===== src/rtl/ioexec_pkg.sv =====
// Package: shared constants and types of the I/O instruction executor.
// Assumes: opcode nibbles are 4 bits wide.
package ioexec_pkg;
    localparam logic [3:0] IO_GROUP = 4'h6;

    typedef enum logic [1:0] {
        KIND_NONE = 2'd0,
        KIND_OUT  = 2'd1,
        KIND_IN   = 2'd2,
        KIND_INC  = 2'd3
    } io_kind_e;
endpackage


===== src/rtl/ioexec_decode.sv =====
// Decode: classifies an issued instruction and decides whether it is accepted.
// Assumes: a start during the execute cycle (busy) is dropped, not queued.
module ioexec_decode
    import ioexec_pkg::*;
(
    input  logic     start,
    input  logic     busy,
    input  logic [3:0] op_i,
    input  logic [3:0] op_n,
    output logic     accept,
    output io_kind_e kind
);
    // Acceptance: group 6 only, and never on top of a running execute cycle.
    always_comb begin
        accept = start && !busy && (op_i == IO_GROUP);
    end

    // Kind: N=0 is increment only, MSB of N selects the direction otherwise.
    always_comb begin
        if (op_n == 4'h0) begin
            kind = KIND_INC;
        end else if (op_n[3]) begin
            kind = KIND_IN;
        end else begin
            kind = KIND_OUT;
        end
    end
endmodule


===== src/rtl/ioexec_regfile.sv =====
// Register file: NREG scratchpad registers with two read ports and two
// write sources. The execute-stage increment wins over a host write to the
// same register in the same cycle.
// Assumes: reads are combinational; registers clear on reset.
module ioexec_regfile #(
    parameter int NREG = 16,
    parameter int RW   = 16,
    localparam int SW  = $clog2(NREG)
) (
    input  logic          clk,
    input  logic          rst_n,
    input  logic          inc_we,
    input  logic [SW-1:0] inc_sel,
    input  logic [RW-1:0] inc_data,
    input  logic          host_we,
    input  logic [SW-1:0] host_sel,
    input  logic [RW-1:0] host_data,
    input  logic [SW-1:0] rsel_a,
    output logic [RW-1:0] rdata_a,
    input  logic [SW-1:0] rsel_b,
    output logic [RW-1:0] rdata_b
);
    logic [RW-1:0] regs [NREG];

    for (genvar g = 0; g < NREG; g++) begin : g_reg
        // Storage: one register, increment write-back taking priority.
        always_ff @(posedge clk) begin
            if (!rst_n) begin
                regs[g] <= '0;
            end else if (inc_we && (inc_sel == SW'(g))) begin
                regs[g] <= inc_data;
            end else if (host_we && (host_sel == SW'(g))) begin
                regs[g] <= host_data;
            end
        end
    end

    // Read ports: plain index selects.
    always_comb begin
        rdata_a = regs[rsel_a];
        rdata_b = regs[rsel_b];
    end
endmodule


===== src/rtl/ioexec_mem.sv =====
// Memory: synchronous byte array with one read and one write port.
// Assumes: read data is registered (one-cycle latency); a read of the
// address being written returns the old byte. Contents are not reset.
module ioexec_mem #(
    parameter int DW = 8,
    parameter int AW = 8,
    localparam int DEPTH = 1 << AW
) (
    input  logic          clk,
    input  logic          rst_n,
    input  logic          we,
    input  logic [AW-1:0] waddr,
    input  logic [DW-1:0] wdata,
    input  logic [AW-1:0] raddr,
    output logic [DW-1:0] rdata
);
    logic [DW-1:0] cells [DEPTH];

    // Array write.
    always_ff @(posedge clk) begin
        if (we) begin
            cells[waddr] <= wdata;
        end
    end

    // Registered read.
    always_ff @(posedge clk) begin
        if (!rst_n) begin
            rdata <= '0;
        end else begin
            rdata <= cells[raddr];
        end
    end
endmodule


===== src/rtl/ioexec_ctrl.sv =====
// Control: holds the single execute cycle of an accepted instruction and
// drives the device-side signals, the R(X) write-back and the input write.
// Assumes: mem_q holds M(R(X)) during the execute cycle (read issued at accept).
module ioexec_ctrl
    import ioexec_pkg::*;
#(
    parameter int RW = 16,
    parameter int DW = 8,
    parameter int SW = 4,
    parameter int MAW = 8
) (
    input  logic           clk,
    input  logic           rst_n,
    input  logic           accept,
    input  io_kind_e       kind,
    input  logic [3:0]     op_n,
    input  logic [SW-1:0]  ptr_x,
    input  logic [RW-1:0]  rx_val,
    input  logic [DW-1:0]  mem_q,
    input  logic [DW-1:0]  bus_in,
    output logic           busy,
    output logic           exec_state,
    output logic           io_strobe,
    output logic [3:0]     io_n,
    output logic [DW-1:0]  bus_out,
    output logic           bus_oe,
    output logic           inc_we,
    output logic [SW-1:0]  inc_sel,
    output logic [RW-1:0]  inc_data,
    output logic           wr_we,
    output logic [MAW-1:0] wr_addr,
    output logic [DW-1:0]  wr_data
);
    logic          ex_vld;
    io_kind_e      ex_kind;
    logic [3:0]    ex_n;
    logic [SW-1:0] ex_x;
    logic [RW-1:0] ex_rx;

    // Execute stage valid: set for exactly the cycle after acceptance.
    always_ff @(posedge clk) begin
        if (!rst_n) begin
            ex_vld <= 1'b0;
        end else begin
            ex_vld <= accept;
        end
    end

    // Execute stage payload: captured at acceptance.
    always_ff @(posedge clk) begin
        if (!rst_n) begin
            ex_kind <= KIND_NONE;
            ex_n    <= '0;
            ex_x    <= '0;
            ex_rx   <= '0;
        end else if (accept) begin
            ex_kind <= kind;
            ex_n    <= op_n;
            ex_x    <= ptr_x;
            ex_rx   <= rx_val;
        end
    end

    // Device side: strobe and N lines only for real transfers.
    always_comb begin
        busy       = ex_vld;
        exec_state = ex_vld;
        io_strobe  = ex_vld && (ex_kind == KIND_OUT || ex_kind == KIND_IN);
        io_n       = io_strobe ? ex_n : 4'h0;
        bus_oe     = ex_vld && (ex_kind == KIND_OUT);
        bus_out    = bus_oe ? mem_q : '0;
    end

    // Write-back: post-increment for output and increment-only kinds.
    always_comb begin
        inc_we   = ex_vld && (ex_kind == KIND_OUT || ex_kind == KIND_INC);
        inc_sel  = ex_x;
        inc_data = ex_rx + RW'(1);
    end

    // Input transfer: bus byte goes to M(R(X)).
    always_comb begin
        wr_we   = ex_vld && (ex_kind == KIND_IN);
        wr_addr = ex_rx[MAW-1:0];
        wr_data = bus_in;
    end
endmodule


===== src/rtl/ioexec_top.sv =====
// Top: I/O instruction executor. Joins decode, register file, memory and
// control. The memory read for M(R(X)) is issued in the accept cycle.
// Assumes: host memory writes yield to an input transfer in the same cycle.
module ioexec_top
    import ioexec_pkg::*;
#(
    parameter int NREG   = 16,
    parameter int RW     = 16,
    parameter int DW     = 8,
    parameter int MEM_AW = 8,
    localparam int SW    = $clog2(NREG)
) (
    input  logic              clk,
    input  logic              rst_n,
    input  logic              start,
    input  logic [3:0]        op_i,
    input  logic [3:0]        op_n,
    input  logic [SW-1:0]     ptr_x,
    output logic              exec_state,
    output logic              io_strobe,
    output logic [3:0]        io_n,
    output logic [DW-1:0]     bus_out,
    output logic              bus_oe,
    input  logic [DW-1:0]     bus_in,
    input  logic              reg_we,
    input  logic [SW-1:0]     reg_wsel,
    input  logic [RW-1:0]     reg_wdata,
    input  logic [SW-1:0]     reg_rsel,
    output logic [RW-1:0]     reg_rdata,
    input  logic              mem_we,
    input  logic [MEM_AW-1:0] mem_addr,
    input  logic [DW-1:0]     mem_wdata,
    output logic [DW-1:0]     mem_rdata
);
    logic              accept;
    logic              busy;
    io_kind_e          kind;
    logic [RW-1:0]     rx_val;
    logic              inc_we;
    logic [SW-1:0]     inc_sel;
    logic [RW-1:0]     inc_data;
    logic              wr_we;
    logic [MEM_AW-1:0] wr_addr;
    logic [DW-1:0]     wr_data;
    logic              m_we;
    logic [MEM_AW-1:0] m_waddr;
    logic [DW-1:0]     m_wdata;
    logic [MEM_AW-1:0] m_raddr;
    logic [DW-1:0]     m_q;

    ioexec_decode u_decode (
        .start  (start),
        .busy   (busy),
        .op_i   (op_i),
        .op_n   (op_n),
        .accept (accept),
        .kind   (kind)
    );

    ioexec_regfile #(.NREG(NREG), .RW(RW)) u_regs (
        .clk       (clk),
        .rst_n     (rst_n),
        .inc_we    (inc_we),
        .inc_sel   (inc_sel),
        .inc_data  (inc_data),
        .host_we   (reg_we),
        .host_sel  (reg_wsel),
        .host_data (reg_wdata),
        .rsel_a    (ptr_x),
        .rdata_a   (rx_val),
        .rsel_b    (reg_rsel),
        .rdata_b   (reg_rdata)
    );

    // Memory port steering: executor first, host otherwise.
    always_comb begin
        m_raddr = accept ? rx_val[MEM_AW-1:0] : mem_addr;
        m_we    = wr_we || mem_we;
        m_waddr = wr_we ? wr_addr : mem_addr;
        m_wdata = wr_we ? wr_data : mem_wdata;
    end

    ioexec_mem #(.DW(DW), .AW(MEM_AW)) u_mem (
        .clk   (clk),
        .rst_n (rst_n),
        .we    (m_we),
        .waddr (m_waddr),
        .wdata (m_wdata),
        .raddr (m_raddr),
        .rdata (m_q)
    );

    ioexec_ctrl #(.RW(RW), .DW(DW), .SW(SW), .MAW(MEM_AW)) u_ctrl (
        .clk        (clk),
        .rst_n      (rst_n),
        .accept     (accept),
        .kind       (kind),
        .op_n       (op_n),
        .ptr_x      (ptr_x),
        .rx_val     (rx_val),
        .mem_q      (m_q),
        .bus_in     (bus_in),
        .busy       (busy),
        .exec_state (exec_state),
        .io_strobe  (io_strobe),
        .io_n       (io_n),
        .bus_out    (bus_out),
        .bus_oe     (bus_oe),
        .inc_we     (inc_we),
        .inc_sel    (inc_sel),
        .inc_data   (inc_data),
        .wr_we      (wr_we),
        .wr_addr    (wr_addr),
        .wr_data    (wr_data)
    );

    assign mem_rdata = m_q;
endmodule


===== config.mk =====
export PLATFORM = sky130hd
export DESIGN_NAME = ioexec_top
export DESIGN_NICKNAME = d
export VERILOG_FILES = /design/src/rtl/ioexec_pkg.sv /design/src/rtl/ioexec_decode.sv /design/src/rtl/ioexec_regfile.sv /design/src/rtl/ioexec_mem.sv /design/src/rtl/ioexec_ctrl.sv /design/src/rtl/ioexec_top.sv
export SDC_FILE = /design/constraint.sdc
export NUM_CORES = 2
export LEC_CHECK = 0
export BUFFER_PORTS_ARGS = -buffer_cell sky130_fd_sc_hd__buf_2
export CORE_MARGIN = 5
export CORE_UTILIZATION = 40
export DETAILED_ROUTE_END_ITERATION = 8
export PLACE_DENSITY = 0.56
export SLEW_MARGIN = 20
export SYNTH_ARGS = -nofsm -noshare
export SYNTH_HDL_FRONTEND = slang
export SYNTH_SLANG_ARGS = --single-unit

===== constraint.sdc =====
create_clock -name clk -period 4.3 [get_ports clk]
set_input_delay 0.645 -clock clk [delete_from_list [all_inputs] [get_ports clk]]
set_output_delay 0.645 -clock clk [all_outputs]
set_load 0.02 [all_outputs]

After elaboration in Yosys (flattened, before gate mapping)
Memories as Yosys holds them, arrays and structs flattened. A register that Yosys moved wholly into a read port is not among the register bits.
Cells that the tools add are included.
{ "word_totals": {"out_inout_bits": 39, "inputBits": 65, "mem_count": 2, "reg_bits": 27, "ramBits": 2304, "wordCells": 274} }
{ "memory_table": {"columns": ["name", "depth", "width", "rd", "rd_ports_with_merged_regs", "write_ports", "line_no", "text"], "rows": [
  ["u_mem.cells", 256, 8, 1, 1, 1, "ioexec_mem.sv:17", "logic [DW-1:0] cells [DEPTH];"],
  ["u_regs.regs", 16, 16, 2, 0, 16, "ioexec_regfile.sv:23", "logic [RW-1:0] regs [NREG];"]
]} }
{ "op_classes": {"muxes": 154, "addsub": 1, "bitwise_logic": 32, "reduce_logical": 46, "n_eq_ne": 34} }
{ "op_table": {"columns": ["op", "count"], "rows": [
  ["two-way mux 16 bit", 32],
  ["two-way mux 1 bit", 115],
  ["equality test 4 bit, second input constant", 16],
  ["logical AND 1 bit", 38],
  ["equality test 4 x 3 -> 1 bit, second input constant", 9],
  ["two-way mux 8 bit", 4],
  ["bitwise OR 1 bit", 32],
  ["adder 16 x 1 -> 16 bit, second input constant", 1],
  ["equality test 4 x 2 -> 1 bit, second input constant", 4],
  ["logical NOT 4 bit", 3],
  ["equality test 4 x 1 -> 1 bit, second input constant", 2],
  ["equality test 2 bit, second input constant", 2],
  ["two-way mux 2 bit", 2],
  ["two-way mux 4 bit", 1],
  ["logical OR 1 bit", 3],
  ["equality test 2 x 1 -> 1 bit, second input constant", 1],
  ["logical NOT 1 bit", 2]
]} }

Longest topological paths before layout
{ "logic_depth": {"ltp_word": 9, "ltp_mapped": 19} }

By module
A second synthesis with hierarchy kept.
{ "unflattened": {"cells_unflattened": 5248, "hier_area_um2": 97389.7} }
{ "by_module_without_submodules": {"columns": ["mod", "n_inst", "area_each_um2", "cells_per_inst", "seq_area_each_um2"], "rows": [
  ["ioexec_mem", 1, 80352.1, 4025, 61659.1],
  ["ioexec_regfile", 1, 15067.0, 1026, 7687.4],
  ["ioexec_ctrl", 1, 1589.0, 165, 540.5],
  ["ioexec_top", 1, 346.6, 28, 0.0],
  ["ioexec_decode", 1, 35.0, 4, 0.0]
]} }

Worst setup path before layout
No wires, ideal clock.
{ "synth_path": {"path_type": "in2reg", "from": "input ptr_x[0]", "to": "register u_mem.rdata[5] (read register of u_mem.cells)", "slack_ns": 0.580, "arrival_ns": 3.604, "setup_ns": 0.116, "cell_stages": 14, "t_required_ns": 4.184, "cell_sequence": "buf_6 buf_6 buf_6 mux2_2 o2111a_1 nor3_4 buf_2 buf_1 mux4_2 a22oi_1 a21oi_1 nor4b_2 nand3_1 o211a_1"} }
{ "synth_via": {"elab_chain_cells": 2} }
{ "synth_rtl": {"columns": ["item", "line_no", "text"], "rows": [
  ["from (decl)", "ioexec_top.sv:18", "input logic [SW-1:0] ptr_x,"],
  ["memory (16 x 16 bit)", null, null],
  ["two-way mux 8 bit", "ioexec_top.sv:77", "m_raddr = accept ? rx_val[MEM_AW-1:0] : mem_addr;"],
  ["to (decl)", "ioexec_mem.sv:15", "output logic [DW-1:0] rdata"]
]} }
No other way between the ends.
A chain may end at the register's enable or synchronous reset.

Worst setup path in the final report
{ "layout_path": {"from": "register u_ctrl.ex_vld (netlist: u_ctrl.busy)", "to": "register u_mem.rdata[2] (read register of u_mem.cells)"} }
{ "layout_via": {"elab_chain_cells": 4} }
{ "layout_rtl": {"columns": ["item", "line_no", "text"], "rows": [
  ["from (decl)", "ioexec_ctrl.sv:34", "logic ex_vld;"],
  ["from (signal assigned)", "ioexec_ctrl.sv:45", "ex_vld <= accept;"],
  ["logical NOT 1 bit", "ioexec_decode.sv:15", "accept = start && !busy && (op_i == IO_GROUP);"],
  ["logical AND 1 bit (2 in series)", "ioexec_decode.sv:15", null],
  ["two-way mux 8 bit", "ioexec_top.sv:77", null]
]} }
No other way between the ends.

==> metrics.yaml <==
status: "finished clean"
async_flop_share: 0
rows: 181
r2r_cells: 16
p_leak_nw: 39.7
power_w: 0.0510
slew_headroom: 0.179
clk_latency_ns: 0.91
p_per_area_mw_per_mm2: 436
crit_family: "simple AND/OR/NAND/NOR gates"
min_path_type: "in2reg"
hold_path_depth: 2
slowest_delay_ns: 0.50
cp-end-kind: "flop"
grt_pass1_vias: 64408
core_area_mm2: 0.243
grt_antenna_before_repair: 18
fin_cells: 11146
drive_gt1_frac: 0.206
num-nets-final: 7785
ys_seq_area_frac: 0.715
worst_ep_required_time_ns: 5.10
syn_inst: 7031
cts-htree-levels: 4
utilization: 0.480
dr.first_iter.drc_count: 9201
fp.dieW_um: 504
cp.arrival_ns: 5.04
synth_area_leader_cell: "edfxtp_1"
avgSynthCellArea_um2: 13.9
grt_usage: 0.261
yosysTopAreaCellShare: 0.708
numCtsBuffers: 239
grt_overflow: 0
min_period_over_period: 0.985
synth_area_leaders: "edfxtp_1, nand2_1, mux4_2"
post-dp-hpwl_mm: 228
synth.distinct_cells: 74
area_growth_pct: 19.5
fin_skew_ns: 0.0859
grt_max_degree: 124
slew_violations: 0
cts_sinks: 2339
place_congestion: 0.935
initial_utilization: 0.402
pin_count: 104
vias: 67440
synth_ff_type: "edfxtp_1"
die_y_um: 504
cpMaxStageDelayCell: "or4_4"
via_per_inst: 6.05
ir_drop_mv: 0.369
grt_pass1_wl_mm: 483
hold_viol: 0
drc: 0
cts_buffer_depth: 3
routed_wl_mm: 342
critical_path_class: "reg2reg"
clkTransAtPathRegs_ns: 0.07
ant_nets: 0
place_inst: 10668
netlist_area_mm2: 0.0977
worstPathCellList: "and4bb_4 -> nand2_1 -> buf_4 -> a211o_1 -> and3_4 -> buf_12 -> buf_4 -> nor2_4 -> buf_12 -> buf_12 -> a32oi_1 -> a31oi_2 -> nand4_1 -> or4_4 -> buf_4 -> o311a_1"
worstMarginPinSlew_ns: 1.23
max_cap_viol_count: 0
fmax_ghz: 0.236
worstPathMaxFanout: 14
dr.pass1.iters: 8
ys_ff_latch: 2339
setup_viol: 0
final_cell_area_mm2: 0.117
start_kind: "flop"
crit_cells: 16
hold_slack_ns: 0.305
synth_warnings: 0
wl_per_cell_um: 30.7
die-area_mm2: 0.254
synth_nets: 7100
final.min_clock_period_ns: 4.23
rsz0062_at_grt: "true"
cts_root_buf: "clkbuf_16"
port_buffers: 103
synth_edf_count: 2304
cts_tree: "yes"
place_area_mm2: 0.109
worst-path-buf-inv: 6
[worst register-to-register path, delay by kind of cell (launching register included)]
family,cells,cell delay (ns)
flip-flops,1,0.37
AO/OA/AOI/OAI,4,0.88
AND/OR/NAND/NOR,6,1.76
buffers and inverters,6,1.16
[synth_stat cells (all sizes together), types with 62 or more instances]
cell    instances
mux2i         164
mux4          166
a32oi         166
edfxtp       2304
a22o          259
a21oi         508
buf           322
a22oi         130
nor3           62
nand3         295
clkbuf        215
nand2        1468
a31oi          66
nor2          371
[per-stage QoR]
step | worst slack [ns] | TNS, ns
after CTS | 0.00518 | 0
final | 0.0651 | 0
after detailed placement | -0.795 | -5.06
after floorplan | 0.580 | 0
after global placement | -0.825 | -5.16
after global routing | -0.0174 | -0.0174
[placed cells by master (no fill, tap or decap), types with 11 or more instances in the layout]
cell        count
o31ai_1        11
a221oi_1       27
and2_1         16
nor4_1         23
clkbuf_1       46
nor3_1         42
edfxtp_1     2304
clkinv_2       56
nand3_1       293
nand2b_1       16
clkinv_1       57
o22ai_1        54
nor3_2         13
a31oi_1        65
buf_12        135
a22o_1        259
a22oi_1       123
nand4_1        35
nor2_1        359
buf_4         736
o21ai_0        53
bufinv_16      24
mux2_2         17
a32oi_1       166
a211oi_1       13
nand2_1      1459
a311oi_1       14
mux2i_1       162
clkinvlp_4     17
o211ai_1       16
and3_1         27
diode_2        12
o221ai_2       12
clkbuf_16     240
a21o_1         11
buf_2         101
a21oi_1       502
mux4_2        166
dfxtp_1        34
o32ai_1        13
[worst paths after layout]
check | startpoint | end | slack, ns
worst min register to register | u_ctrl.ex_n[1] | u_ctrl.ex_n[1] | 0.45
worst max-delay path | u_ctrl.busy | u_mem.rdata[2] | 0.07
worst min-delay path | reg_wdata[13] | u_regs.regs[5][13] | 0.30
worst max register to register | u_ctrl.busy | u_mem.rdata[2] | 0.07
[layer usage]
metal,vias to the layer above,part of all wire,GRT usage
met3,738,0.10,0.0580
met4,8,0.046,0.104
met5,-,0.00014,0
met1,34298,0.40,0.363
met2,3958,0.45,0.400
li1,28438,-,-
[sequential cells by signal, indices dropped and copies added, names as in the netlist]
signal	count
u_ctrl.busy	1
u_ctrl.ex_kind	2
u_ctrl.ex_n	4
u_ctrl.ex_rx	16
u_ctrl.inc_sel	4
u_mem.cells	2048
u_mem.rdata	8
u_regs.regs	256
[power breakdown]
group          switching [W]  internal, W
Clock                0.00916       0.0117
Combinational        0.00305      0.00168
Sequential          0.000118       0.0252
[kinds of logic (layout without fill, tap and decap cells)]
family / Yosys count / after routing / share of synthesized area
AND/OR/NAND/NOR: 2362 / 2362 / 0.100
flip-flops: 2339 / 2339 / 0.715
AO/OA/AOI/OAI: 1412 / 1412 / 0.0998
buffers and inverters: 544 / 1445 / 0.0251
multiplexers: 356 / 356 / 0.0580
XOR/XNOR: 14 / 14 / 0.00125
adder cells (fa/ha/maj): 4 / 4 / 0.000512
other: 0 / 12 / 0
[area by class of cell]
| cell class | instances | area, um^2 |
|---|---|---|
| antenna | 12 | 30.0 |
| timing repair buffer | 981 | 8850 |
| sequential | 2339 | 69900 |
| multi-input combinational | 4148 | 26100 |
| fill | 21043 | 126000 |
| clock buffer | 286 | 6180 |
| clock inverter | 171 | 1700 |
| inverter | 7 | 26.3 |
| tap | 3202 | 4010 |
[repair_timing]
action                                  4_1_cts  5_1_grt
gates resized for setup                      13       30
hold buffers                                  4        0
gates cloned                                  0        0
endpoints found under the setup margin        7        8
buffers inserted                              3        2
hold endpoints to repair                      4        0
pin swaps                                     3        9
(Power assumes the default switching activity.)
